## src/rtl/rsq_pkg.sv

```systemverilog
package rsq_pkg;
  // Waveform selection held by the control register.
  typedef enum logic {
    WAVE_RATE   = 1'b0,
    WAVE_SQUARE = 1'b1
  } wave_mode_e;
endpackage

```

## src/rtl/rsq_host_regs.sv

```systemverilog
module rsq_host_regs
  import rsq_pkg::*;
#(
  parameter int unsigned DATA_W   = 8,
  parameter int unsigned MODE_BIT = 1
) (
  input  logic              clk,
  input  logic              rst_n,
  input  logic              wr_en,
  input  logic              wr_is_ctrl,
  input  logic [DATA_W-1:0] wr_data,
  input  logic              running,
  input  logic              load_ack,
  output logic              ctrl_wr,
  output logic              cnt_wr,
  output wave_mode_e        mode,
  output logic [DATA_W-1:0] init_lsb,
  output logic              load_pend
);
  // Decoded write events, exposed for the counter core and checker.
  assign ctrl_wr = wr_en &  wr_is_ctrl;
  assign cnt_wr  = wr_en & ~wr_is_ctrl;

  always_ff @(posedge clk) begin
    if (!rst_n) begin
      mode      <= WAVE_RATE;
      init_lsb  <= '0;
      load_pend <= 1'b0;
    end else if (ctrl_wr) begin
      mode      <= wave_mode_e'(wr_data[MODE_BIT]);
      load_pend <= 1'b0;
    end else begin
      if (cnt_wr) begin
        init_lsb <= wr_data;
      end
      // An idle channel loads on the following edge; a running one
      // keeps the value for its next reload.
      if (cnt_wr && !running) begin
        load_pend <= 1'b1;
      end else if (load_ack) begin
        load_pend <= 1'b0;
      end
    end
  end
endmodule

```

## src/rtl/rsq_gate_trig.sv

```systemverilog
module rsq_gate_trig (
  input  logic clk,
  input  logic rst_n,
  input  logic gate,
  input  logic ctrl_wr,
  output logic gate_rise,
  output logic gate_run,
  output logic trig_pend
);
  logic gate_q;

  // Edge seen at this clock; acted upon one clock later.
  assign gate_rise = gate & ~gate_q;
  // Counting is allowed only once gate has been high for a full sample.
  assign gate_run  = gate & gate_q;

  always_ff @(posedge clk) begin
    if (!rst_n) begin
      gate_q    <= 1'b0;
      trig_pend <= 1'b0;
    end else begin
      gate_q    <= gate;
      trig_pend <= gate_rise & ~ctrl_wr;
    end
  end
endmodule

```

## src/rtl/rsq_down_core.sv

```systemverilog
module rsq_down_core #(
  parameter int unsigned CW = 9
) (
  input  logic          clk,
  input  logic          rst_n,
  input  logic          ctrl_wr,
  input  logic          load_now,
  input  logic          count_en,
  input  logic [CW-1:0] reload_val,
  output logic [CW-1:0] cnt,
  output logic [CW-1:0] cur_n,
  output logic          running,
  output logic          term_evt
);
  localparam logic [CW-1:0] ONE = CW'(1);

  // Terminal point of a period: reload rather than decrement.
  assign term_evt = running & count_en & (cnt <= ONE);

  always_ff @(posedge clk) begin
    if (!rst_n) begin
      cnt     <= '0;
      cur_n   <= '0;
      running <= 1'b0;
    end else if (ctrl_wr) begin
      cnt     <= '0;
      running <= 1'b0;
    end else if (load_now || term_evt) begin
      cnt     <= reload_val;
      cur_n   <= reload_val;
      running <= 1'b1;
    end else if (running && count_en) begin
      cnt <= cnt - ONE;
    end
  end
endmodule

```

## src/rtl/rsq_wave_out.sv

```systemverilog
module rsq_wave_out
  import rsq_pkg::*;
#(
  parameter int unsigned CW = 9
) (
  input  logic          running,
  input  wave_mode_e    mode,
  input  logic          gate,
  input  logic          gate_run,
  input  logic          trig_pend,
  input  logic [CW-1:0] cnt,
  input  logic [CW-1:0] cur_n,
  output logic          out_wave
);
  // Square wave: the lower half of the remaining count is the low phase.
  function automatic logic sq_in_low(input logic [CW-1:0] c, input logic [CW-1:0] n);
    return c <= (n >> 1);
  endfunction

  logic phase_low;
  logic allow_low;

  always_comb begin
    if (mode == WAVE_RATE) phase_low = (cnt == CW'(1));
    else                   phase_low = sq_in_low(cnt, cur_n);
  end

  // Low output needs a running channel, a settled gate and no pending
  // trigger reload; a falling gate releases the output combinationally.
  assign allow_low = running & gate & gate_run & ~trig_pend;
  assign out_wave  = ~(allow_low & phase_low);
endmodule

```

## src/rtl/rsq_counter_ch.sv

```systemverilog
module rsq_counter_ch
  import rsq_pkg::*;
#(
  parameter int unsigned DATA_W   = 8,
  parameter int unsigned MODE_BIT = 1
) (
  input  logic              clk,
  input  logic              rst_n,
  input  logic              wr_en,
  input  logic              wr_is_ctrl,
  input  logic [DATA_W-1:0] wr_data,
  input  logic              gate,
  output logic              out_wave
);
  localparam int unsigned CW = DATA_W + 1;

  // Effective period from the written byte: 0 wraps to full range, and
  // rate mode cannot run with a period of one.
  function automatic logic [CW-1:0] eff_count(input logic [DATA_W-1:0] lsb,
                                               input wave_mode_e m);
    logic [CW-1:0] v;
    v = {1'b0, lsb};
    if (lsb == '0)                          v = CW'(1) << DATA_W;
    else if (m == WAVE_RATE && v == CW'(1)) v = CW'(2);
    return v;
  endfunction

  wave_mode_e        mode_q;
  logic [DATA_W-1:0] init_lsb;
  logic              load_pend;
  logic              ctrl_wr;
  logic              cnt_wr;
  logic              gate_rise;
  logic              gate_run;
  logic              trig_pend;
  logic [CW-1:0]     cnt_q;
  logic [CW-1:0]     cur_n_q;
  logic              running_q;
  logic              term_evt;
  logic              load_now;
  logic [CW-1:0]     reload_val;

  assign load_now   = load_pend | (trig_pend & running_q);
  assign reload_val = eff_count(init_lsb, mode_q);

  rsq_host_regs #(.DATA_W(DATA_W), .MODE_BIT(MODE_BIT)) u_regs (
    .clk        (clk),
    .rst_n      (rst_n),
    .wr_en      (wr_en),
    .wr_is_ctrl (wr_is_ctrl),
    .wr_data    (wr_data),
    .running    (running_q),
    .load_ack   (load_now),
    .ctrl_wr    (ctrl_wr),
    .cnt_wr     (cnt_wr),
    .mode       (mode_q),
    .init_lsb   (init_lsb),
    .load_pend  (load_pend)
  );

  rsq_gate_trig u_gate (
    .clk       (clk),
    .rst_n     (rst_n),
    .gate      (gate),
    .ctrl_wr   (ctrl_wr),
    .gate_rise (gate_rise),
    .gate_run  (gate_run),
    .trig_pend (trig_pend)
  );

  rsq_down_core #(.CW(CW)) u_core (
    .clk        (clk),
    .rst_n      (rst_n),
    .ctrl_wr    (ctrl_wr),
    .load_now   (load_now),
    .count_en   (gate_run),
    .reload_val (reload_val),
    .cnt        (cnt_q),
    .cur_n      (cur_n_q),
    .running    (running_q),
    .term_evt   (term_evt)
  );

  rsq_wave_out #(.CW(CW)) u_out (
    .running   (running_q),
    .mode      (mode_q),
    .gate      (gate),
    .gate_run  (gate_run),
    .trig_pend (trig_pend),
    .cnt       (cnt_q),
    .cur_n     (cur_n_q),
    .out_wave  (out_wave)
  );
endmodule

```

## config.mk

```make
export PLATFORM = sky130hd
export DESIGN_NAME = rsq_counter_ch
export DESIGN_NICKNAME = d
export VERILOG_FILES = /design/src/rtl/rsq_pkg.sv /design/src/rtl/rsq_host_regs.sv /design/src/rtl/rsq_gate_trig.sv /design/src/rtl/rsq_down_core.sv /design/src/rtl/rsq_wave_out.sv /design/src/rtl/rsq_counter_ch.sv
export SDC_FILE = /design/constraint.sdc
export NUM_CORES = 1
export LEC_CHECK = 0
export BUFFER_PORTS_ARGS = -buffer_cell sky130_fd_sc_hd__buf_2
export CORE_MARGIN = 2
export CORE_UTILIZATION = 56
export DETAILED_ROUTE_END_ITERATION = 10
export PLACE_DENSITY = 0.75
export SYNTH_ARGS = -nofsm -noshare
export SYNTH_HDL_FRONTEND = slang
export SYNTH_SLANG_ARGS = --single-unit
```

## constraint.sdc

```tcl
create_clock -name clk -period 2.7 [get_ports clk]
set_input_delay 0.27 -clock clk [delete_from_list [all_inputs] [get_ports clk]]
set_output_delay 0.27 -clock clk [all_outputs]
set_load 0.1 [all_outputs]
```

==> impl.org, run 1 <==
** Global routing
- Total routing resource utilization after global routing :: 25.2%
- Initial antenna violation count :: 0
- Entering global routing, the biggest net connects 30 pins.
- The total overflow left after global routing is 0.
- The first global-routing pass estimated 6.63 mm of wire.
- The number of global-route vias before repair was 1488.

** Synth
- Number of synthesized register bits :: 30
- Synthesized area per cell :: 8.21 sq um
- Post-synthesis cell area :: 0.00168 sq mm
- In the synthesized netlist the dominant register cell turns out to be dfxtp_1.
- Syn Nets :: 228
- After technology mapping, the gate count stands at 205.
- Summing the sequential cell areas from Yosys gives 35.7% of the chip area.
- Number of distinct library cell variants in the gate-level netlist after synthesis :: 46
- Synth Warn # :: 0
- Counting flops with an async set or reset pin after synthesis yields a share of 0%.
- EDFF count, synth :: 0

** Drt
- Across all layers, the routed design uses 1529 vias.
- After detailed routing, the number of vias per cell comes to 6.17.
- Number of detailed-routing iterations run before antenna repair :: 4
- Drt total wl :: 3.73 mm
- Top routing layer used :: met4
- Wl on met1 :: 1.69 mm
- The first routing iteration left 71 violations.
- Once detail routing completed, the nets flagged for antenna violations numbered 0.
- Detailed routing placed a total of 212 microns of wire on met3.
- In the routed design, unresolved DRC markers number 0.
- Wire segments on met2 add up to 1.75 mm in the final route.
- Dividing the detail-routed wire length by the instance count gives 15.0 microns.

** Place
- Final weighted congestion of routability-driven global placement :: 0.906
- Timing analysis after detailed placement gives a worst setup slack of 0.522 ns.
- Dpl hpwl :: 2.86 mm
- Placed Instances :: 240
- # port buffers :: 13

** STA
- Fmax :: 406 MHz
- Dividing the final minimum period by the clock period gives 91.2%.
- For the pin with the worst max-slew slack, the measured transition is 0.605 ns.
- Fin. max-slew vios :: 0
- The clock arrives with 0.0144 ns of skew.
- The number of failing hold endpoints at the final stage was 0.
- The worst pin sits at a relative slew slack of 59.3%.
- Final setup slack of the worst path :: 0.238 ns
- Unrepaired setup endpoints after global routing :: false
- The routed design could run at a clock period as short as 2.46 ns.
- Setup violations remaining at the end of the flow were counted as 0.
- Adding up every negative setup slack in the final design gives 0 ns.

** Flow run
- The tool flagged a number of max-cap violations equal to 0.

** Final layout
- For this run, the post-layout net count is 239.
- Leading cell type in the layout, fill and taps excluded :: nand2_1
- The library cells used most frequently in the layout, excluding fill and tap cells, are nand2_1, dfxtp_1, buf_2.
- Relative to the synthesized area, the layout overhead comes to 7.88%.
- Antenna diode count :: 0
- Share of post-route cells with drive strength above 1 :: 14.3%
- Final core utilization :: 64.7%
- The layout has 245 filler cells.
- Excluding fillers, the count of instances in the completed layout stands at 248.

** Power
- Total power draw :: 948 uW
- Leakage power figure :: 0.000658 uW
- Power density relative to cell area :: 522 mW/mm^2
- IR analysis of the VDD net gives a maximum drop of 407 uV.

** Floorplan
- For this configuration, the core starts out at a cell density of 60.0%.
- Row generation in the floorplan step produced 19 rows.
- The die is 58.8 microns wide.
- Die Y-Extent :: 58.8 microns
- For this design the top-level I/O count stands at 14.
- After floorplanning, the core was sized to cover 0.00281 sq mm.
- Die area :: 0.00346 sq mm

** Worst setup path
- The worst setup path is launched from a flop.
- For the worst setup path, the data arrival time is 2.19 ns.
- The worst setup path is captured at an output pin.
- Critical path class :: flop to output pin
- Required time at the endpoint of the critical path :: 2.43 ns
- Maximum fanout along the worst path :: 8

** CTS
- CTS placed an instance of clkbuf_4 at the clock tree root.
- The number of setup buffers added after CTS is 0.
- After clock tree synthesis, the clock-pin slew on the worst setup and hold paths is 0.10 ns.
- CTS Buffer Depth :: 2
- TritonCTS buffer count :: 5
- Clock latency on the worst-skew pair, taken at its later pin, is 0.33 ns.
- Clock Sinks :: 30
- The H-tree was split into 2 levels.
- CTS-repair resized insts :: 0
- TritonCTS built the clock tree.
- In this run, post-CTS hold repair placed 0 buffers.

** Worst hold path
- Class of the most critical hold timing path :: primary input to flop

** Status
- Result of the run :: finished clean
final timing paths:
| kind | startpoint | endpoint | slack (ns) | cells after the start |
|---|---|---|---|---|
| setup / recovery | u_core.cnt[0]$_SDFFE_PP0P_ | out_wave | 0.24 | 8 |
| hold / removal | wr_data[5] | u_regs.init_lsb[5]$_SDFFE_PN0P_ | 0.19 | 3 |
| setup reg to reg | u_core.cnt[4]$_SDFFE_PP0P_ | u_core.cnt[3]$_SDFFE_PP0P_ | 0.48 | 6 |
| hold reg to reg | u_core.cur_n[3]$_SDFFE_PN0P_ | u_core.cur_n[3]$_SDFFE_PN0P_ | 0.46 | 2 |
synth_stat cells (all sizes together) (5+ instances only):
cell type	count	area [sq um]
a21boi	9	67.6
a21oi	12	63.8
buf	5	41.3
clkbuf	5	18.8
dfxtp	30	601
ha	10	125
inv	12	45.0
nand2	34	128
nand3	12	72.6
nand4	5	31.3
nor2	8	37.5
nor3	5	25.0
nor4	5	31.3
o21ai	14	70.1
layer usage:
metal | up-vias | track usage [%]
met2 | 35 | 41.9
met4 | 0 | 8.77
li1 | 766 | -
met3 | 9 | 7.03
met5 | - | 0
met1 | 719 | 31.1
cell families after synthesis:
kind of cell,after synthesis,share of synthesized area (%)
muxes,1,0.892
and+or+nand+nor,83,25.4
xor gates and xnor gates,1,0.521
buffers and inverters,22,6.25
DFF,30,35.7
AOI/OAI and AO/OA,58,23.8
adders and majority gates,10,7.43
sequential cells by signal, summed over array words and instances, names as in the netlist:
register / cells
u_core.cur_n: 8
u_core.cnt: 9
u_gate.trig_pend: 1
u_regs.mode: 1
u_regs.init_lsb: 8
u_gate.gate_q: 1
u_regs.load_pend: 1
u_core.running: 1
layout make-up:
class                   count  area (sq um)  share of cell area, %
multi-input cells         153           981                   54.0
flip-flops and latches     30           601                   33.1
repair buffers             14          72.6                   4.00
inverters                  12          45.0                   2.48
clock inverters             3          40.0                   2.21
well taps                  31          38.8                   2.14
clock buffers               5          37.5                   2.07
critical path: stages, from the launching register on:
cell	delay, ns
dfxtp_1	0.49
inv_1	0.13
ha_1	0.31
nand4_1	0.07
nor2_1	0.04
nor2_1	0.12
o2111ai_1	0.14
o21ai_2	0.12
buf_2	0.43
through the flow:
stage | cell area [sq um] | hold slack, ns
detailed placement | 1740 | 0.453
floorplan | 1690 | 0.392
finish | 1820 | 0.186
global placement | 1740 | 0.429
CTS | 1820 | 0.175
global route | 1820 | 0.204
report_power, final:
group | total [uW] | internal, uW | switching [uW]
logic | 129 | 53.0 | 76.0
registers | 471 | 455 | 15.7
clock network | 348 | 192 | 157
Power figures use the tool's default switching activity.
==> inputs of run 2 (changes only) <==
--- a/config.mk
+++ b/config.mk
@@ -5,8 +5,8 @@
 export SDC_FILE = /design/constraint.sdc
 export NUM_CORES = 1
 export LEC_CHECK = 0
+export ABC_AREA = 1
 export BUFFER_PORTS_ARGS = -buffer_cell sky130_fd_sc_hd__buf_2
-export CORE_MARGIN = 2
 export CORE_UTILIZATION = 56
 export DETAILED_ROUTE_END_ITERATION = 10
 export PLACE_DENSITY = 0.75
==> impl.org, run 2 <==
** Worst setup path
- Endpoint of the most critical setup path :: out_wave
- Startpoint kind of the worst setup timing path :: flop
- The register-to-register setup slack was 1.10 ns (+0.62 ns).
- The worst reg-to-reg path cell count is 9 (+3).
- Critical register-to-register path startpoint :: u_core.cnt[1]$_SDFFE_PP0P_
- The critical path in this run is classified as flop to output pin.
- The worst setup path is captured at an output pin.
- The critical path starts at u_core.cnt[3]$_SDFFE_PP0P_.
- Maximum fanout along the worst path :: 5 (-3)
- The endpoint identified for the worst register-to-register timing path is u_core.cur_n[3]$_SDFFE_PN0P_.
- Required time at the endpoint of the critical path :: 2.43 ns (about the same)
- WP data arrival :: 2.01 ns (-0.18 ns)

** Synth
- The net count after synthesis came to 287 (+26%).
- The register bit total from synthesis was 30 (unchanged).
- Synth top area cells :: dfxtp_1, nand2_1, inv_1
- Among all flip-flop cells after synthesis, the most frequent one is dfxtp_1.
- The share of synthesized registers carrying an async set or reset is 0% (unchanged).
- The fraction of the yosys area taken by sequential cells came to 34.2% (-1.5 points).
- Yosys instantiated no cell more often than nand2_1.
- The mean post-synth cell area was 6.66 sq um (-19%).
- The count of warnings emitted by yosys was 0 (unchanged).
- EDFF count, synth :: 0 (unchanged)
- Of all cell types, the one taking the most synthesized area is dfxtp_1.
- The area share of the largest cell type after synthesis came to 34.2% (-1.5 points).
- The cell count after synthesis was 264 (+29%).
- Number of distinct library cell variants in the gate-level netlist after synthesis :: 23 (-50%)
- The mapped cell area came to 0.00176 sq mm (+4.5%).
- Counting instances in the post-synthesis netlist gives the leading cell types as nand2_1, inv_1, nor2_1, dfxtp_1, nand3_1.

** Floorplan
- Top-level port count :: 14 (unchanged)
- The horizontal die dimension was 58.0 microns (-1.3%).
- Die Y-Extent :: 58.0 microns (-1.3%)
- Placement row count :: 19 (unchanged)
- The starting density of the core was 61.6% (+1.6 points).
- Die area :: 0.00337 sq mm (-2.7%)
- Core area :: 0.00285 sq mm (+1.7%)

** CTS
- The number of buffers inserted to repair setup after CTS is 0 (unchanged).
- CTS Buffer Depth :: 2 (unchanged)
- Clock Sinks :: 30 (unchanged)
- TritonCTS built the clock tree.
- In this run the clock root is driven by a clkbuf_4.
- TritonCTS buffer count :: 5 (unchanged)
- CTS-repair resized insts :: 0 (unchanged)
- Clock latency reported for the late side of the worst-skew pair :: 0.33 ns (about the same)
- Hold bufs inserted after CTS :: 0 (unchanged)
- H-tree depth :: 2 (unchanged)
- The post-CTS clock slew at the launch and capture registers of the worst setup and hold paths is 0.10 ns (about the same).

** STA
- Unrepaired setup endpoints after global routing :: false
- Total of endpoints with negative setup slack in the final report :: 0 (unchanged)
- The clock tree skew after final layout is 0.00683 ns (-0.00761 ns).
- Post-route setup TNS :: 0 ns (unchanged)
- Fin Hold WS :: 0.163 ns (-0.0239 ns)
- The final critical path time including I/O delays and setup came to 2.28 ns (-0.185 ns).
- The headroom to the max-slew limit was 60.9% (+1.6 points).
- The max-slew violation count was 0 (unchanged).
- Final hold violation count :: 0 (unchanged)
- Fmax :: 439 MHz (+8.1%)
- The transition at the pin with the smallest max-transition slack is 0.585 ns (-0.0202 ns).
- The portion of the clock cycle consumed by the worst path in the final layout came to 84.3% (-6.8 points).

** Global routing
- The total routing resource utilization after global routing was 25.6% (+0.49 points).
- Global-route wire length before repair :: 6.38 mm (-3.7%)
- GRT Residual Overflow :: 0 (unchanged)
- The number of global-route vias before repair was 1436 (-3.5%).
- The initial antenna violation count was 0 (unchanged).
- The pin count of the biggest net entering global routing was 19 (-37%).

** Power
- The part of the power in registers was 46.3% (-3.4 points).
- The total power after layout is 1060 uW (+12%).
- The leakage power total came to 0.000998 uW (+52%).
- Clock power frac :: 27.1% (-9.6 points)
- Internal Pwr Total :: 696 uW (-0.61%)
- The switching power came to 365 uW (+47%).
- The power per unit of standard cell area was 562 mW/mm^2 (+7.6%).
- Combinational Power Share :: 26.6% (+13 points)
- Switching share of power :: 34.4% (+8.2 points)
- The peak ir drop on the vdd network is 414 uV (+1.7%).

** Status
- Result of the run :: finished clean

** Final layout
- The flip-flop count of the largest register after layout is 9 (unchanged).
- Largest register by flop count :: u_core.cnt
- Largest registers :: u_core.cnt x9, u_core.cur_n x8, u_regs.init_lsb x8
- Layout overhead on the synthesized area :: 7.33%
- The final layout net count came to 302 (+26%).
- Share of post-route cells with drive strength above 1 :: 11.8% (-2.5 points)
- Antenna diode count :: 0 (unchanged)
- The library cell used most frequently in the layout, excluding fill and tap cells, is nand2_1.
- In the layout the commonest cells are nand2_1, inv_1, nor2_1.

** Worst hold path
- The min-delay analysis places its worst path in the category primary input to flop.

** Drt
- Post-DR wirelength/cell :: 12.2 microns (-19%)
- The remaining antenna violation count after routing was 0 (unchanged).
- The post-detailed-routing wire length came to 3.80 mm (+1.8%).
- The length of the first detailed-routing pass in iterations came to 4 (unchanged).
- The via count of the routed design is 1606 (+5.0%).
- Post-DR vias/cell :: 5.16 (-16%)
- The DRC violation count after routing was 0 (unchanged).
- Detailed Route Iter0 Violations :: 85 (+20%)

** Flow run
- The number of max-cap violations came to 0 (unchanged).

** Place
- Final weighted congestion of routability-driven global placement :: 0.973 (+7.4%)
- Dpl hpwl :: 2.95 mm (+3.3%)
- # port buffers :: 13 (unchanged)
-- run 2: cell type report --
class,count,area (sq um)
clock buffers,6,51.3
multi-input cells,186,957
clock inverters,2,12.5
flip-flops and latches,30,601
repair buffers,13,65.1
well taps,31,38.8
fillers,287,966
inverters,43,161
-- run 2: power by group through the flow --
stage | Sequential [uW] | Clock, uW | Combinational, uW
after floorplan | 495 | 0 | 230
after global placement | 500 | 0 | 277
after detailed placement | 501 | 0 | 281
after global routing | 495 | 322 | 320
final | 491 | 288 | 282
after CTS | 491 | 298 | 282
-- run 2: critical path, stage by stage (launching register included) --
cell and delay (ns):
dfxtp_1 0.38, ha_1 0.33, nand2_1 0.07, o21ai_0 0.17
nand2_1 0.07, nand3_1 0.10, nand3_1 0.07, nand3_1 0.06
buf_2 0.42
-- run 2: stage by stage --
stage                     instance area (sq um)  setup slack (ns)  instances  utilization (%)
after floorplan                            1760             0.603        264                -
after global placement                     1820             0.822        303             63.9
after detailed placement                   1820             0.793        303             63.9
after CTS                                  1890             0.407        311             66.1
after global routing                       1890             0.282        311             66.1
final                                      1890             0.423        311             66.1
-- run 2: routing by layer --
| metal | routed length (microns) | vias to the layer above | part of all wire, % | GRT usage (%) |
|---|---|---|---|---|
| met5 | 0 | - | 0 | 0 |
| li1 | - | 866 | - | - |
| met4 | 10 | 0 | 0.26 | 7.14 |
| met1 | 1900 | 697 | 50 | 34.6 |
| met2 | 1690 | 41 | 45 | 40.7 |
| met3 | 196 | 2 | 5.2 | 6.70 |
-- run 2: cells by family after synthesis --
logic type / after synthesis / synth area share (%)
simple gates: 136 / 34.6
buf+inv: 48 / 11.4
compound gates: 38 / 11.7
flops: 30 / 34.2
fa+ha+maj: 10 / 7.12
xor+xnor: 2 / 0.997
-- run 2: how the worst min path moves through the flow --
stage                                   startpoint                         endpoint  slack (ns)  depth (start not counted)
after floorplan                               gate         u_gate.gate_q$_SDFF_PN0_        0.38                          2
after global placement    u_gate.gate_q$_SDFF_PN0_      u_gate.trig_pend$_SDFF_PN0_        0.41                          1
after detailed placement  u_gate.gate_q$_SDFF_PN0_      u_gate.trig_pend$_SDFF_PN0_        0.41                          1
after CTS                               wr_data[3]  u_regs.init_lsb[3]$_SDFFE_PN0P_        0.14                          3
final                                   wr_data[3]  u_regs.init_lsb[3]$_SDFFE_PN0P_        0.16                          3
after global routing                    wr_data[7]  u_regs.init_lsb[7]$_SDFFE_PN0P_        0.13                          3
==> inputs of run 3 (changes only) <==
--- a/config.mk
+++ b/config.mk
@@ -7,7 +7,7 @@
 export LEC_CHECK = 0
 export ABC_AREA = 1
 export BUFFER_PORTS_ARGS = -buffer_cell sky130_fd_sc_hd__buf_2
-export CORE_UTILIZATION = 56
+export CORE_UTILIZATION = 53
 export DETAILED_ROUTE_END_ITERATION = 10
 export PLACE_DENSITY = 0.75
 export SYNTH_ARGS = -nofsm -noshare
==> constraint.sdc (replaced) <==
create_clock -name clk -period 1.88 [get_ports clk]
set_input_delay 0.188 -clock clk [delete_from_list [all_inputs] [get_ports clk]]
set_output_delay 0.188 -clock clk [all_outputs]
set_load 0.1 [all_outputs]
==> impl.org, run 3 (synthesis gave the netlist of run 2 again) <==
** Final layout
- Antenna diode count :: 0 (unchanged)
- Share of post-route cells with drive strength above 1 :: 20.6% (+8.8 points)
- Largest register by flop count :: u_core.cnt
- Number of flip-flops in the largest register :: 9 (unchanged)
- Largest registers :: u_core.cnt x9, u_core.cur_n x8, u_regs.init_lsb x8
- The count of placed standard cells in the final layout, fillers left out was 330 (+6.1%).
- Count of nets after finishing :: 308 (+2.0%)
- Leaving out fill and tap cells, the most frequent cell in the layout is nand2_1.
- Highest-count cells in the layout ignoring fill and taps :: nand2_1, inv_1, nor2_1
- Layout overhead on the synthesized area :: 16.9%
- Post-route standard cell area excluding fillers :: 0.00206 sq mm (+9.0%)

** Drt
- The via count of the routed design was 1699 (+5.8%).
- The starting DRC count in detailed routing came to 93 (+9.4%).
- The average wire per cell in the routed design came to 12.8 microns (+4.5%).
- The remaining antenna violation count after routing was 0 (unchanged).
- The length of the first detailed-routing pass in iterations came to 4 (unchanged).
- Remaining DRCs :: 0 (unchanged)
- The post-detailed-routing wire length was 4.21 mm (+11%).
- Post-DR vias/cell :: 5.15 (-0.30%)

** Worst setup path
- Required time at the endpoint of the critical path :: 1.69 ns (-0.74 ns)
- Cell type with the highest occurrence count on the critical path :: nand3_1
- Startpoint kind of the worst setup timing path :: flop
- The data arrival at the endpoint of the critical path came to 1.71 ns (-0.30 ns).
- The sum of buffers and inverters on the critical path came to 2 (+1).
- On the critical path, the stage with the largest delay is an instance of dfxtp_2.
- Element type at the critical path end :: output pin
- CP cell instances :: inv_2 -> ha_4 -> nand2_2 -> nor2_2 -> nand3b_1 -> nand3_1 -> nand3_1 -> nand3_2 -> buf_12
- The peak per-stage delay on the critical path was 0.34 ns (-0.08 ns).
- Maximum fanout along the worst path :: 2 (-3)
- Cell family contributing the most delay on the critical path :: simple AND/OR/NAND/NOR gates
- Critical path class :: flop to output pin

** STA
- Actual slew at the worst max-slew pin :: 0.409 ns (-0.176 ns)
- Min cycle time layout :: 1.90 ns
- The final setup slack of the worst path was -0.0154 ns (-0.438 ns).
- Worst rel slew slack :: 72.5% (+12 points)
- Fin Hold WS :: 0.0718 ns (-0.0907 ns)
- Fin. max-slew vios :: 0 (unchanged)
- Share of the clock period used by the worst path :: 101%
- Total of endpoints with negative setup slack in the final report :: 1 (+1)
- The sum of negative setup slack came to -0.0154 ns (-0.0154 ns).
- Largest clock skew in the final design :: 0.00649 ns (-0.000334 ns)
- Based on the critical path, the design can be clocked at up to 528 MHz.
- The number of failing hold endpoints at the final stage came to 0 (unchanged).
- Setup repair after global routing could not meet its margin everywhere.

** Power
- The power per unit of standard cell area is 759 mW/mm^2 (+35%).
- The peak ir drop on the vdd network is 557 uV (+35%).
- The leakage power total is 0.00105 uW (+5.0%).

** Global routing
- The wire length of the first global-routing pass was 7.18 mm (+13%).
- Met1 Usage GRT :: 34.3% (-0.28 points)
- The total routing resource utilization after global routing was 28.0% (+2.3 points).
- GRT Residual Overflow :: 0 (unchanged)
- The initial antenna violation count is 0 (unchanged).
- M2 GR Usage :: 48.0% (+7.3 points)
- Via count of the first global-routing pass :: 1591 (+11%)
- Largest net degree at the start of global routing :: 19 (unchanged)
- In this run the most used layer during global routing was met2.
- Global routing met3 resource utilization :: 5.90% (-0.80 points)

** Place
- Final weighted congestion of routability-driven global placement :: 0.906 (-6.9%)
- Worst slack after detailed placement :: 0.231 ns (-0.562 ns)
- Placed Instances :: 319 (+5.3%)
- Dpl hpwl :: 3.02 mm (+2.0%)
- The number of input and output port buffers inserted came to 13 (unchanged).
- Cell Area, Placed :: 0.00188 sq mm (+3.2%)

** Floorplan
- Die Y-Extent :: 59.6 microns (+2.7%)
- Top-level port count :: 14 (unchanged)
- The overall die area came to 0.00355 sq mm (+5.4%).
- The core footprint came to 0.00310 sq mm (+8.8%).
- The starting density of the core is 56.7% (-5.0 points).
- The number of core rows came to 20 (+1).
- The horizontal die dimension came to 59.6 microns (+2.7%).

** CTS
- The number of buffers on the longest clock path is 2 (unchanged).
- TritonCTS built the clock tree.
- Clock Sinks :: 30 (unchanged)
- Clock slew at the register clock pins of the worst setup and hold paths :: 0.10 ns (about the same)
- Buffer type at the clock tree root :: clkbuf_4
- The later-pin clock latency in the skew report was 0.34 ns (about the same).
- The number of H-tree levels is 2 (unchanged).
- TritonCTS buffer count :: 5 (unchanged)

** Worst hold path
- The worst hold path belongs to the class primary input to flop.

** Flow run
- The number of max-cap violations was 0 (unchanged).

** Status
- Violations in the final reports :: setup timing
- The flow ran to the end, but the final reports show violations.
==> run 3: cell type report <==
cell class	count	area [sq um]
sequential	30	617
clock inverter	1	5.00
timing repair buffer	19	125
inverter	43	161
clock buffer	7	55.1
multi-input combinational	186	1040
tap	44	55.1
fill	313	1050
==> run 3: final timing paths <==
kind	start	to	slack, ns	depth (start not counted)
setup / recovery	u_core.cur_n[8]$_SDFFE_PN0P_	out_wave	-0.02	9
hold / removal	gate	u_gate.gate_q$_SDFF_PN0_	0.07	3
setup reg to reg	u_core.cnt[6]$_SDFFE_PP0P_	u_core.cur_n[1]$_SDFFE_PN0P_	0.18	9
hold reg to reg	u_gate.gate_q$_SDFF_PN0_	u_gate.trig_pend$_SDFF_PN0_	0.46	1
==> run 3: power breakdown <==
| group | leakage (uW) | switching [uW] | internal, uW |
|---|---|---|---|
| clock | 0.0000353 | 226 | 181 |
| combinational | 0.000763 | 277 | 169 |
| sequential | 0.000250 | 32.2 | 675 |
==> run 3: routing by layer <==
layer  up-vias  part of all wire (%)
met2        35                    50
met4         0                   1.1
li1        877                     -
met3         6                   3.6
met1       781                    45
met5         -                     0
==> run 3: timing repair <==
action / 4_1_cts / 5_1_grt
pin swaps: 1 / 1
hold endpoints to repair: 0 / 0
setup buffers: 3 / 0
endpoints found under the setup margin: 1 / 1
hold buffers: 0 / 0
resized for setup: 23 / 0
==> run 3: worst register-to-register path: stages (launching register included) <==
cell	delay [ns]
dfxtp_4	0.36
buf_4	0.15
nor2_2	0.16
nand2_2	0.08
nor2_2	0.10
nand2_2	0.11
nand3_4	0.17
nand3_4	0.19
o21bai_1	0.21
nor2_1	0.06
==> run 3: through the flow <==
step / power, uW / utilization [%]
global route: 1650 / 66.3
finish: 1560 / 66.3
detailed placement: 1120 / 60.6
floorplan: 1040 / -
global placement: 1120 / 60.6
CTS: 1550 / 66.3
